`src/rtl/xfer_regs3.sv`:
```
`timescale 1ns/1ps
module xfer_regs3 #(
  parameter int W    = 8,
  parameter int MODE = 0
) (
  input  logic         clk,
  input  logic         rst_n,
  input  logic [2:0]   ld,
  input  logic [5:0]   dsel,
  input  logic [1:0]   bsel,
  input  logic [2:0]   drv_en,
  input  logic         swap_req,
  input  logic [1:0]   swap_pair,
  input  logic         init_stb,
  input  logic [2:0]   init_mask,
  input  logic [W-1:0] init_data,
  output logic [W-1:0] r0,
  output logic [W-1:0] r1,
  output logic [W-1:0] r2,
  output logic [W-1:0] bus_q,
  output logic         contention,
  output logic         swap_rej
);

  localparam logic DEDICATED = (MODE == 0);

  logic [W-1:0] q [3];
  logic [W-1:0] enc_bus, hot_bus;
  logic         multi_drv;
  logic [2:0]   swap_hit;
  logic [1:0]   partner [3];

  function automatic logic [W-1:0] pick(input logic [1:0] c,
                                        input logic [W-1:0] a0,
                                        input logic [W-1:0] a1,
                                        input logic [W-1:0] a2);
    case (c)
      2'd0:    pick = a0;
      2'd1:    pick = a1;
      2'd2:    pick = a2;
      default: pick = '0;
    endcase
  endfunction

  assign enc_bus   = pick(bsel, q[0], q[1], q[2]);
  assign hot_bus   = ({W{drv_en[0]}} & q[0]) | ({W{drv_en[1]}} & q[1]) | ({W{drv_en[2]}} & q[2]);
  assign multi_drv = (drv_en[0] & drv_en[1]) | (drv_en[0] & drv_en[2]) | (drv_en[1] & drv_en[2]);

  assign contention = (MODE == 2) && multi_drv;
  assign bus_q      = (MODE == 1) ? enc_bus : (MODE == 2) ? hot_bus : '0;
  assign swap_rej   = swap_req && !DEDICATED;

  always_comb begin
    swap_hit = '0;
    partner[0] = 2'd0;
    partner[1] = 2'd1;
    partner[2] = 2'd2;
    if (DEDICATED && swap_req) begin
      case (swap_pair)
        2'd0: begin swap_hit = 3'b011; partner[0] = 2'd1; partner[1] = 2'd0; end
        2'd1: begin swap_hit = 3'b110; partner[1] = 2'd2; partner[2] = 2'd1; end
        2'd2: begin swap_hit = 3'b101; partner[0] = 2'd2; partner[2] = 2'd0; end
        default: swap_hit = '0;
      endcase
    end
  end

  for (genvar i = 0; i < 3; i++) begin : g_reg
    logic [W-1:0] own_src, nxt;

    assign own_src = pick(dsel[2*i +: 2], q[0], q[1], q[2]);

    always_comb begin
      nxt = q[i];
      if (init_stb && init_mask[i])
        nxt = init_data;
      else if (swap_hit[i])
        nxt = pick(partner[i], q[0], q[1], q[2]);
      else if (ld[i]) begin
        if (DEDICATED)
          nxt = own_src;
        else if (!contention)
          nxt = bus_q;
      end
    end

    always_ff @(posedge clk or negedge rst_n)
      if (!rst_n) q[i] <= '0;
      else        q[i] <= nxt;
  end

  assign r0 = q[0];
  assign r1 = q[1];
  assign r2 = q[2];

endmodule

```
`config.mk`:
```
export PLATFORM = sky130hd
export DESIGN_NAME = xfer_regs3
export DESIGN_NICKNAME = d
export VERILOG_FILES = /design/src/rtl/xfer_regs3.sv
export SDC_FILE = /design/constraint.sdc
export NUM_CORES = 1
export LEC_CHECK = 0
export ABC_CLOCK_PERIOD_IN_PS = 1900
export BUFFER_PORTS_ARGS = -buffer_cell sky130_fd_sc_hd__buf_2
export CORE_MARGIN = 3
export CORE_UTILIZATION = 45
export DETAILED_ROUTE_END_ITERATION = 6
export PLACE_DENSITY_LB_ADDON = 0.25
export SLEW_MARGIN = 10
export SYNTH_ARGS = -nofsm -noshare
export SYNTH_HDL_FRONTEND = slang
export SYNTH_SLANG_ARGS = --single-unit
```
`constraint.sdc`:
```
create_clock -name clk -period 1.9 [get_ports clk]
set_input_delay 0.19 -clock clk [delete_from_list [all_inputs] [get_ports clk]]
set_output_delay 0.19 -clock clk [all_outputs]
set_load 0.02 [all_outputs]
```
Word level (Yosys, flattened, before mapping)
Index checks and enable logic that the tools add are counted.

Reductions and logical operators: 16. Multiplexer cells: 21. Equal/unequal tests: 20.

Operators with widths (count): one-hot mux 8 bit (3 select lines) (6); 2-to-1 mux 8 bit (9); inequality test 3 bit, second input constant (6); equality test 2 x 1 -> 1 bit, second input constant (7); equality test 2 bit, second input constant (7); logical NOT 2 bit (7); one-hot mux 2 bit (2 select lines) (3); one-hot mux 3 bit (3 select lines) (1); AND reduction 3 bit (3); nonzero test 3 bit (3); 2-to-1 mux 6 bit (1); logical AND 1 bit (3); 2-to-1 mux 3 bit (1).

Input bits: 31. Logic and storage cells: 60. Register bits: 24. Output and inout port bits: 34.

Logic depth before layout (Yosys ltp)
Gate-level depths: netlist (run 1).

Depth after elaboration: 7. Mapped depth: 9. Depth with buffers taken out: 8.

Worst setup path after synthesis (run 1)
No wires, ideal clock.

Path kind: input to register. Start: in swap_pair[0]. End: reg q, in the netlist r0[3]. Stages on the path: 7. Arrival: 1.447 ns. Setup time: 0.078 ns. Setup slack: 0.376 ns. Cell sequence: inv_1 > ha_1 > nand2_1 > ha_1 > o211ai_1 > o221a_2 > o2bb2ai_1.

Cells in the longest elaborated chain, start to end: 7. Elaborated cells between the ends (all ways): 17. Those cells by class: 6 x eq/ne; 7 x mux; 4 x reduce/logical.

RTL lines: start: declaration (line 13) `input logic [1:0] swap_pair,`; equality test 2 bit / logical NOT 2 bit (equally long branches) (line 59) `case (swap_pair)`; one-hot mux 2 bit (2 select lines) (line 59); 2-to-1 mux 6 bit (line 58) `if (DEDICATED && swap_req) begin`; equality test 2 bit, or another cell as far along (line 37) `case (c)`; one-hot mux 8 bit (3 select lines) (line 37); 2-to-1 mux 8 bit (line 77) `else if (swap_hit[i])`; 2-to-1 mux 8 bit (line 75) `if (init_stb && init_mask[i])`; end signal: indexed assignment (line 89) `else q[i] <= nxt;`; end: declaration (line 27) `logic [W-1:0] q [3];`.

Parallel ways exist; a longest one is shown, timed or not. A chain may end at the register's enable or synchronous reset.

Worst setup path after layout (run 1)
Start: in swap_pair[0]. End: reg q, in the netlist r0[5].

The elaborated chain is that of the path after synthesis.

==> results of run 1 <==
## placed cells by master, fill, tap and decap left out, drive strengths merged, types with 8 or more instances in the layout
cell type	synthesis	final
a21oi	17	17
a22oi	16	16
a2bb2oi	16	16
buf	21	58
conb	1	10
dfrtp	24	24
ha	10	10
inv	9	9
mux2i	13	13
nand2	25	25
o21ai	35	35
o221a	8	8
o2bb2ai	8	8
## flip-flops by register name, indices dropped and copies added (netlist names)
register,count
r0,8
r2,8
r1,8
## cells by family (layout without fill, tap and decap cells)
kind of cell,count (synthesis),in the layout,share of synthesized area [%]
DFF,24,24,31.15
adders and majority gates,10,10,6.489
buffers and inverters,30,72,8.630
other,1,10,0.1945
and+or+nand+nor,35,35,8.371
AOI/OAI and AO/OA,101,101,36.08
muxes,13,13,9.085
## worst max-delay path: stages
cell       delay, ns
buf_2           0.10
inv_1           0.09
ha_1            0.21
nand2_1         0.11
inv_1           0.07
ha_1            0.38
a22oi_1         0.13
o221a_1         0.28
o2bb2ai_1       0.16
## worst max path at each step
stage,endpoint,cells past startpoint
5_1_grt,r0[4],9
6_report,r0[5],9
3_3_place_gp,r0[5],9
2_1_floorplan,r0[3],7
3_5_place_dp,r0[7],9
4_1_cts,r0[6],9
## metal layers
metal / wire length [µm] / global-route usage (%) / vias up
met5: 0 / 0 / -
met4: 87 / 5.846 / 0
met3: 578 / 6.171 / 13
met2: 2585 / 35.00 / 113
met1: 2377 / 28.76 / 892
li1: - / - / 887
## area by class of cell
| class | count | share of cell area [%] |
|---|---|---|
| Multi-Input combinational cell | 169 | 52.65 |
| Sequential cell | 24 | 26.46 |
| Timing Repair Buffer | 59 | 14.22 |
| Tap cell | 50 | 2.756 |
| Clock buffer | 4 | 2.426 |
| Inverter | 9 | 1.488 |
## power groups by stage
stage                     registers [mW]  clock network, mW  logic (mW)
after floorplan                    0.784                  0       0.339
after global placement             0.704                  0       0.635
after detailed placement           0.704                  0       0.640
after CTS                          0.695              0.364       0.644
after global routing               0.713              0.385       0.696
final                              0.697              0.357       0.647
==> flow_metrics.env, run 1 <==
export IMPL_p_comb_share_pct=38.0
export IMPL_antenna_found_initial=0
export IMPL_cts_resized=0
export IMPL_utilization_pct=55.94
export IMPL_peakVddDrop_uv=417.7
export IMPL_clkTransAtPathRegs_ns=0.09
export IMPL_fillers=393
export IMPL_finClkSkew_ns=0.007420
export IMPL_synth_edf_count=0
export IMPL_start_util_pct=47.52
export IMPL_placed_area_um2=2205
export IMPL_synth_flop_cell="dfrtp_1"
export IMPL_cts_tree="done"
export IMPL_tightest_slew_ns=0.5509
export IMPL_route_detailed_drc=0
export IMPL_grt_max_degree=25
export IMPL_hp_class="in -> reg"
export IMPL_arrival_ns=1.73
export IMPL_fin_cells=315
export IMPL_tns_ns=0
export IMPL_layout_nets=307
export IMPL_setup_violations=0
export IMPL_ant_nets=0
export IMPL_design_area_um2=2270
export IMPL_synth_avg_cell_area_um2=9.010
export IMPL_drive_gt1_share_pct=27.17
export IMPL_status="complete, no violations"
export IMPL_rr_worst_depth=3
export IMPL_min_period_ns=1.541
export IMPL_seq_area_frac_synth_pct=31.15
export IMPL_track_usage_pct=21.77
export IMPL_via_per_inst=6.048
export IMPL_ctsHoldBuffers=1
export IMPL_finalHoldViolCount=0
export IMPL_clock_root_buffer="clkbuf_8"
export IMPL_post_drt_wl_per_cell_um=17.87
export IMPL_maxSlewHeadroom_pct=63.27
export IMPL_overflow=0
export IMPL_async_flop_share_pct=100.0
export IMPL_rows=23
export IMPL_ys_warn_count=0
export IMPL_reg2reg_slack_ns=0.82
export IMPL_dieArea_um2=5106
export IMPL_multi_input_area_um2=1195
export IMPL_worst_hold_slack_ns=0.1532
export IMPL_p_int_mw=1.037
export IMPL_final_seq_area_um2=600.6
export IMPL_drv_slew=0
export IMPL_wirelength_mm=5.628
export IMPL_drtPass1Iterations=5
export IMPL_power_density_nw_per_um2=749.7
export IMPL_p_seq_share_pct=41.0
export IMPL_timing_rr_end="r0[6]"
export IMPL_whs_path_depth=3
export IMPL_grt_setup_unrepaired="false"
export IMPL_critical_path_class="in -> reg"
export IMPL_worstSetupEndpointType="flip-flop"
export IMPL_maxCapViolCount=0
export IMPL_report_power_total_mw=1.701
export IMPL_io_buffers=49
export IMPL_hold_start="init_data[1]"
export IMPL_dr_first_iter_drc_count=236
export IMPL_fin_ws_ns=0.3591
export IMPL_power_switching_mw=0.6640
export IMPL_cts_setup_buffers=0
export IMPL_globalplace_congestion=0.8413
export IMPL_ioPinCount=65
export IMPL_min_to="r2[1]"
export IMPL_cts_buffers=3
export IMPL_required_ns=2.09
export IMPL_antenna_cells=0
export IMPL_place_ws_ns=0.1114
export IMPL_clkLatencyLatePin_ns=0.27
export IMPL_clock_path_buffers=2
export IMPL_synth_commonest_cells="dfrtp_1, nand2_1, o21ai_0"
export IMPL_p_clk_share_pct=21.0
export IMPL_cts_sinks=24
export IMPL_syn_area_um2=1928
export IMPL_synth_cell_type_count=28
export IMPL_critPathLaunch="swap_pair[0]"
export IMPL_synth_seq_cells=24
export IMPL_grt_pass1_wl_mm=8.832
export IMPL_yosysTopAreaCell="dfrtp_1"
export IMPL_crit_reg2reg_launch="r2[6]"
export IMPL_timing_fmax_mhz=649.0
export IMPL_place_inst=310
export IMPL_first_global_vias=1806
export IMPL_syn_inst=214
export IMPL_path_max_fanout=8
export IMPL_finalCritPeriodShare_pct=81.10
export IMPL_syn2layout_area_growth_pct=17.72
export IMPL_p_leak_nw=1.078
export IMPL_vias=1905
export IMPL_dp_hpwl_mm=3.878
export IMPL_swShare_pct=39.03
export IMPL_core_um2=4058
export IMPL_yosysTopAreaCellShare_pct=31.15
export IMPL_die_h_um=71.46
export IMPL_cts_htree_levels=1
export IMPL_die_w_um=71.46
export IMPL_crit_path_start_kind="primary input"
export IMPL_yosys_top_cells_area="dfrtp_1, a2bb2oi_1, ha_1, a22oi_1, o21ai_0"
No activity file was read; power rests on OpenSTA's default activity.
==> run 2, diff against run 1 <==
--- a/config.mk
+++ b/config.mk
@@ -5,7 +5,8 @@
 export SDC_FILE = /design/constraint.sdc
 export NUM_CORES = 1
 export LEC_CHECK = 0
-export ABC_CLOCK_PERIOD_IN_PS = 1900
+export ABC_AREA = 1
+export ABC_CLOCK_PERIOD_IN_PS = 1400
 export BUFFER_PORTS_ARGS = -buffer_cell sky130_fd_sc_hd__buf_2
 export CORE_MARGIN = 3
 export CORE_UTILIZATION = 45
==> constraint.sdc (replaced) <==
create_clock -name clk -period 1.4 [get_ports clk]
set_input_delay 0.14 -clock clk [delete_from_list [all_inputs] [get_ports clk]]
set_output_delay 0.14 -clock clk [all_outputs]
set_load 0.02 [all_outputs]
==> flow_metrics.env, run 2 <==
export IMPL_tns_ns=0
export IMPL_crit_reg2reg_launch="r1[5]"
export IMPL_drive_gt1_share_pct=24.09
export IMPL_timing_rr_end="r0[5]"
export IMPL_ctsHoldBuffers=1
export IMPL_route_detailed_drc=0
export IMPL_rr_worst_depth=6
export IMPL_place_inst=433
export IMPL_syn_inst=323
export IMPL_final_common_cell="nand2_1"
export IMPL_dr_first_iter_drc_count=240
export IMPL_cts_sinks=24
export IMPL_synth_seq_cells=24
export IMPL_power_density_nw_per_um2=932.4
export IMPL_p_leak_nw=1.530
export IMPL_hold_start="init_data[5]"
export IMPL_antenna_found_initial=0
export IMPL_antenna_cells=0
export IMPL_required_ns=1.62
export IMPL_syn_area_um2=2116
export IMPL_cts_setup_buffers=0
export IMPL_vias=2401
export IMPL_yosysTopAreaCell="dfrtp_1"
export IMPL_cts_resized=0
export IMPL_status="complete, no violations"
export IMPL_fillers=435
export IMPL_clkTransAtPathRegs_ns=0.09
export IMPL_cts_tree="done"
export IMPL_wirelength_mm=6.561
export IMPL_layout_nets=428
export IMPL_utilization_pct=58.25
export IMPL_die_h_um=74.57
export IMPL_seq_area_frac_synth_pct=28.39
export IMPL_hp_class="in -> reg"
export IMPL_grt_pass1_wl_mm=10.78
export IMPL_tightest_slew_ns=0.5765
export IMPL_overflow=0
export IMPL_drtPass1Iterations=5
export IMPL_reg2reg_slack_ns=0.40
export IMPL_yosysTopAreaCellShare_pct=28.39
export IMPL_ioPinCount=65
export IMPL_track_usage_pct=25.37
export IMPL_first_global_vias=2222
export IMPL_yosys_top_cells_area="dfrtp_1, nand2_1, nand3_1, ha_1, inv_1"
export IMPL_min_period_ns=1.226
export IMPL_arrival_ns=1.45
export IMPL_final_cell_mix="nand2_1, nand3_1, buf_2"
export IMPL_clock_root_buffer="clkbuf_8"
export IMPL_synth_avg_cell_area_um2=6.550
export IMPL_syn2layout_area_growth_pct=22.35
export IMPL_dieArea_um2=5561
export IMPL_crit_path_start_kind="primary input"
export IMPL_setup_violations=0
export IMPL_whs_path_depth=5
export IMPL_min_to="r0[5]"
export IMPL_yosysMostFrequentCell="nand2_1"
export IMPL_clock_path_buffers=2
export IMPL_synth_cell_type_count=24
export IMPL_io_buffers=49
export IMPL_worstSetupEndpointType="flip-flop"
export IMPL_finClkSkew_ns=0.002385
export IMPL_maxCapViolCount=0
export IMPL_timing_fmax_mhz=815.6
export IMPL_grt_max_degree=25
export IMPL_finalCritPeriodShare_pct=87.58
export IMPL_globalplace_congestion=0.9325
export IMPL_via_per_inst=5.482
export IMPL_cts_htree_levels=1
export IMPL_clkLatencyLatePin_ns=0.28
export IMPL_start_util_pct=47.61
export IMPL_ant_nets=0
export IMPL_cts_buffers=3
export IMPL_synth_commonest_cells="nand2_1, nand3_1, dfrtp_1"
export IMPL_maxSlewHeadroom_pct=61.57
export IMPL_synth_flop_cell="dfrtp_1"
export IMPL_post_drt_wl_per_cell_um=14.98
export IMPL_rows=24
export IMPL_report_power_total_mw=2.414
export IMPL_die_w_um=74.57
export IMPL_design_area_um2=2589
export IMPL_dp_hpwl_mm=4.832
export IMPL_path_max_fanout=8
export IMPL_fin_cells=438
export IMPL_core_um2=4444
export IMPL_peakVddDrop_uv=576.8
export IMPL_grt_setup_unrepaired="false"
export IMPL_finalHoldViolCount=0
export IMPL_synth_edf_count=0
export IMPL_async_flop_share_pct=100.0
export IMPL_ys_warn_count=0
export IMPL_critical_path_class="in -> reg"
export IMPL_drv_slew=0
export IMPL_placed_area_um2=2524
-- run 2: changes by cell type in the layout (fill, tap and decap cells not counted), sizes merged, moves of 16 or more --
cell / change
nand3: +67
o21ai: -33
a2bb2oi: -16
nand2: +122
a22oi: -16
-- run 2: cell type report --
type / instances / area, µm² / share of cell area, %
clock buffers: 4 / 55.05 / 2.127
inverters: 22 / 82.58 / 3.190
multi-input cells: 266 / 1330 / 51.38
flip-flops and latches: 24 / 600.6 / 23.20
well taps: 52 / 65.06 / 2.513
repair buffers: 70 / 455.4 / 17.59
-- run 2: worst max path at each step --
stage                            start     to  slack (ns)
final                     swap_pair[0]  r0[1]        0.17
after detailed placement  swap_pair[0]  r0[3]       -0.12
after global placement    swap_pair[0]  r0[5]       -0.08
after floorplan           swap_pair[1]  r0[0]        0.01
after CTS                 swap_pair[0]  r0[1]        0.17
after global routing      swap_pair[0]  r0[2]       0.009
-- run 2: layer usage --
layer	vias up	wire length (µm)	part of all wire [%]	GRT usage [%]
li1	1159	-	-	-
met2	123	3109	47	41.07
met1	1108	2784	42	34.87
met5	-	0	0	0
met4	0	95	1.4	5.336
met3	11	572	8.7	5.676
-- run 2: worst max-delay path: stages --
cell and delay, ns:
buf_2 0.10, inv_1 0.09, ha_1 0.15, nand2_1 0.09, inv_1 0.07, ha_1 0.34
nand2_1 0.09, nand2_1 0.07, nand3_1 0.08, nand3_1 0.09, nand3_1 0.06, nand2_1 0.07
-- run 2: per-stage QoR --
step,hold WS (ns),setup slack (ns)
floorplan,-0.1556,0.01379
finish,0.2045,0.1739
detailed placement,0.1628,-0.1209
global placement,0.1661,-0.07874
global route,0.2456,0.009063
CTS,0.2036,0.1695
-- run 2: power by group --
group	switching, mW	total, mW	internal, mW	leakage, nW
clock	0.246	0.499	0.252	0.0288
combinational	0.598	0.934	0.336	1.19
sequential	0.174	0.981	0.807	0.308
-- run 2: cells by family (layout without fill, tap and decap cells) --
family | Yosys count | after routing | share of synthesized area, %
AO/OA/AOI/OAI | 20 | 20 | 5.736
AND/OR/NAND/NOR | 226 | 226 | 49.44
flip-flops | 24 | 24 | 28.39
adder cells (fa/ha/maj) | 10 | 10 | 5.914
buffers and inverters | 42 | 96 | 10.35
other | 1 | 10 | 0.1772
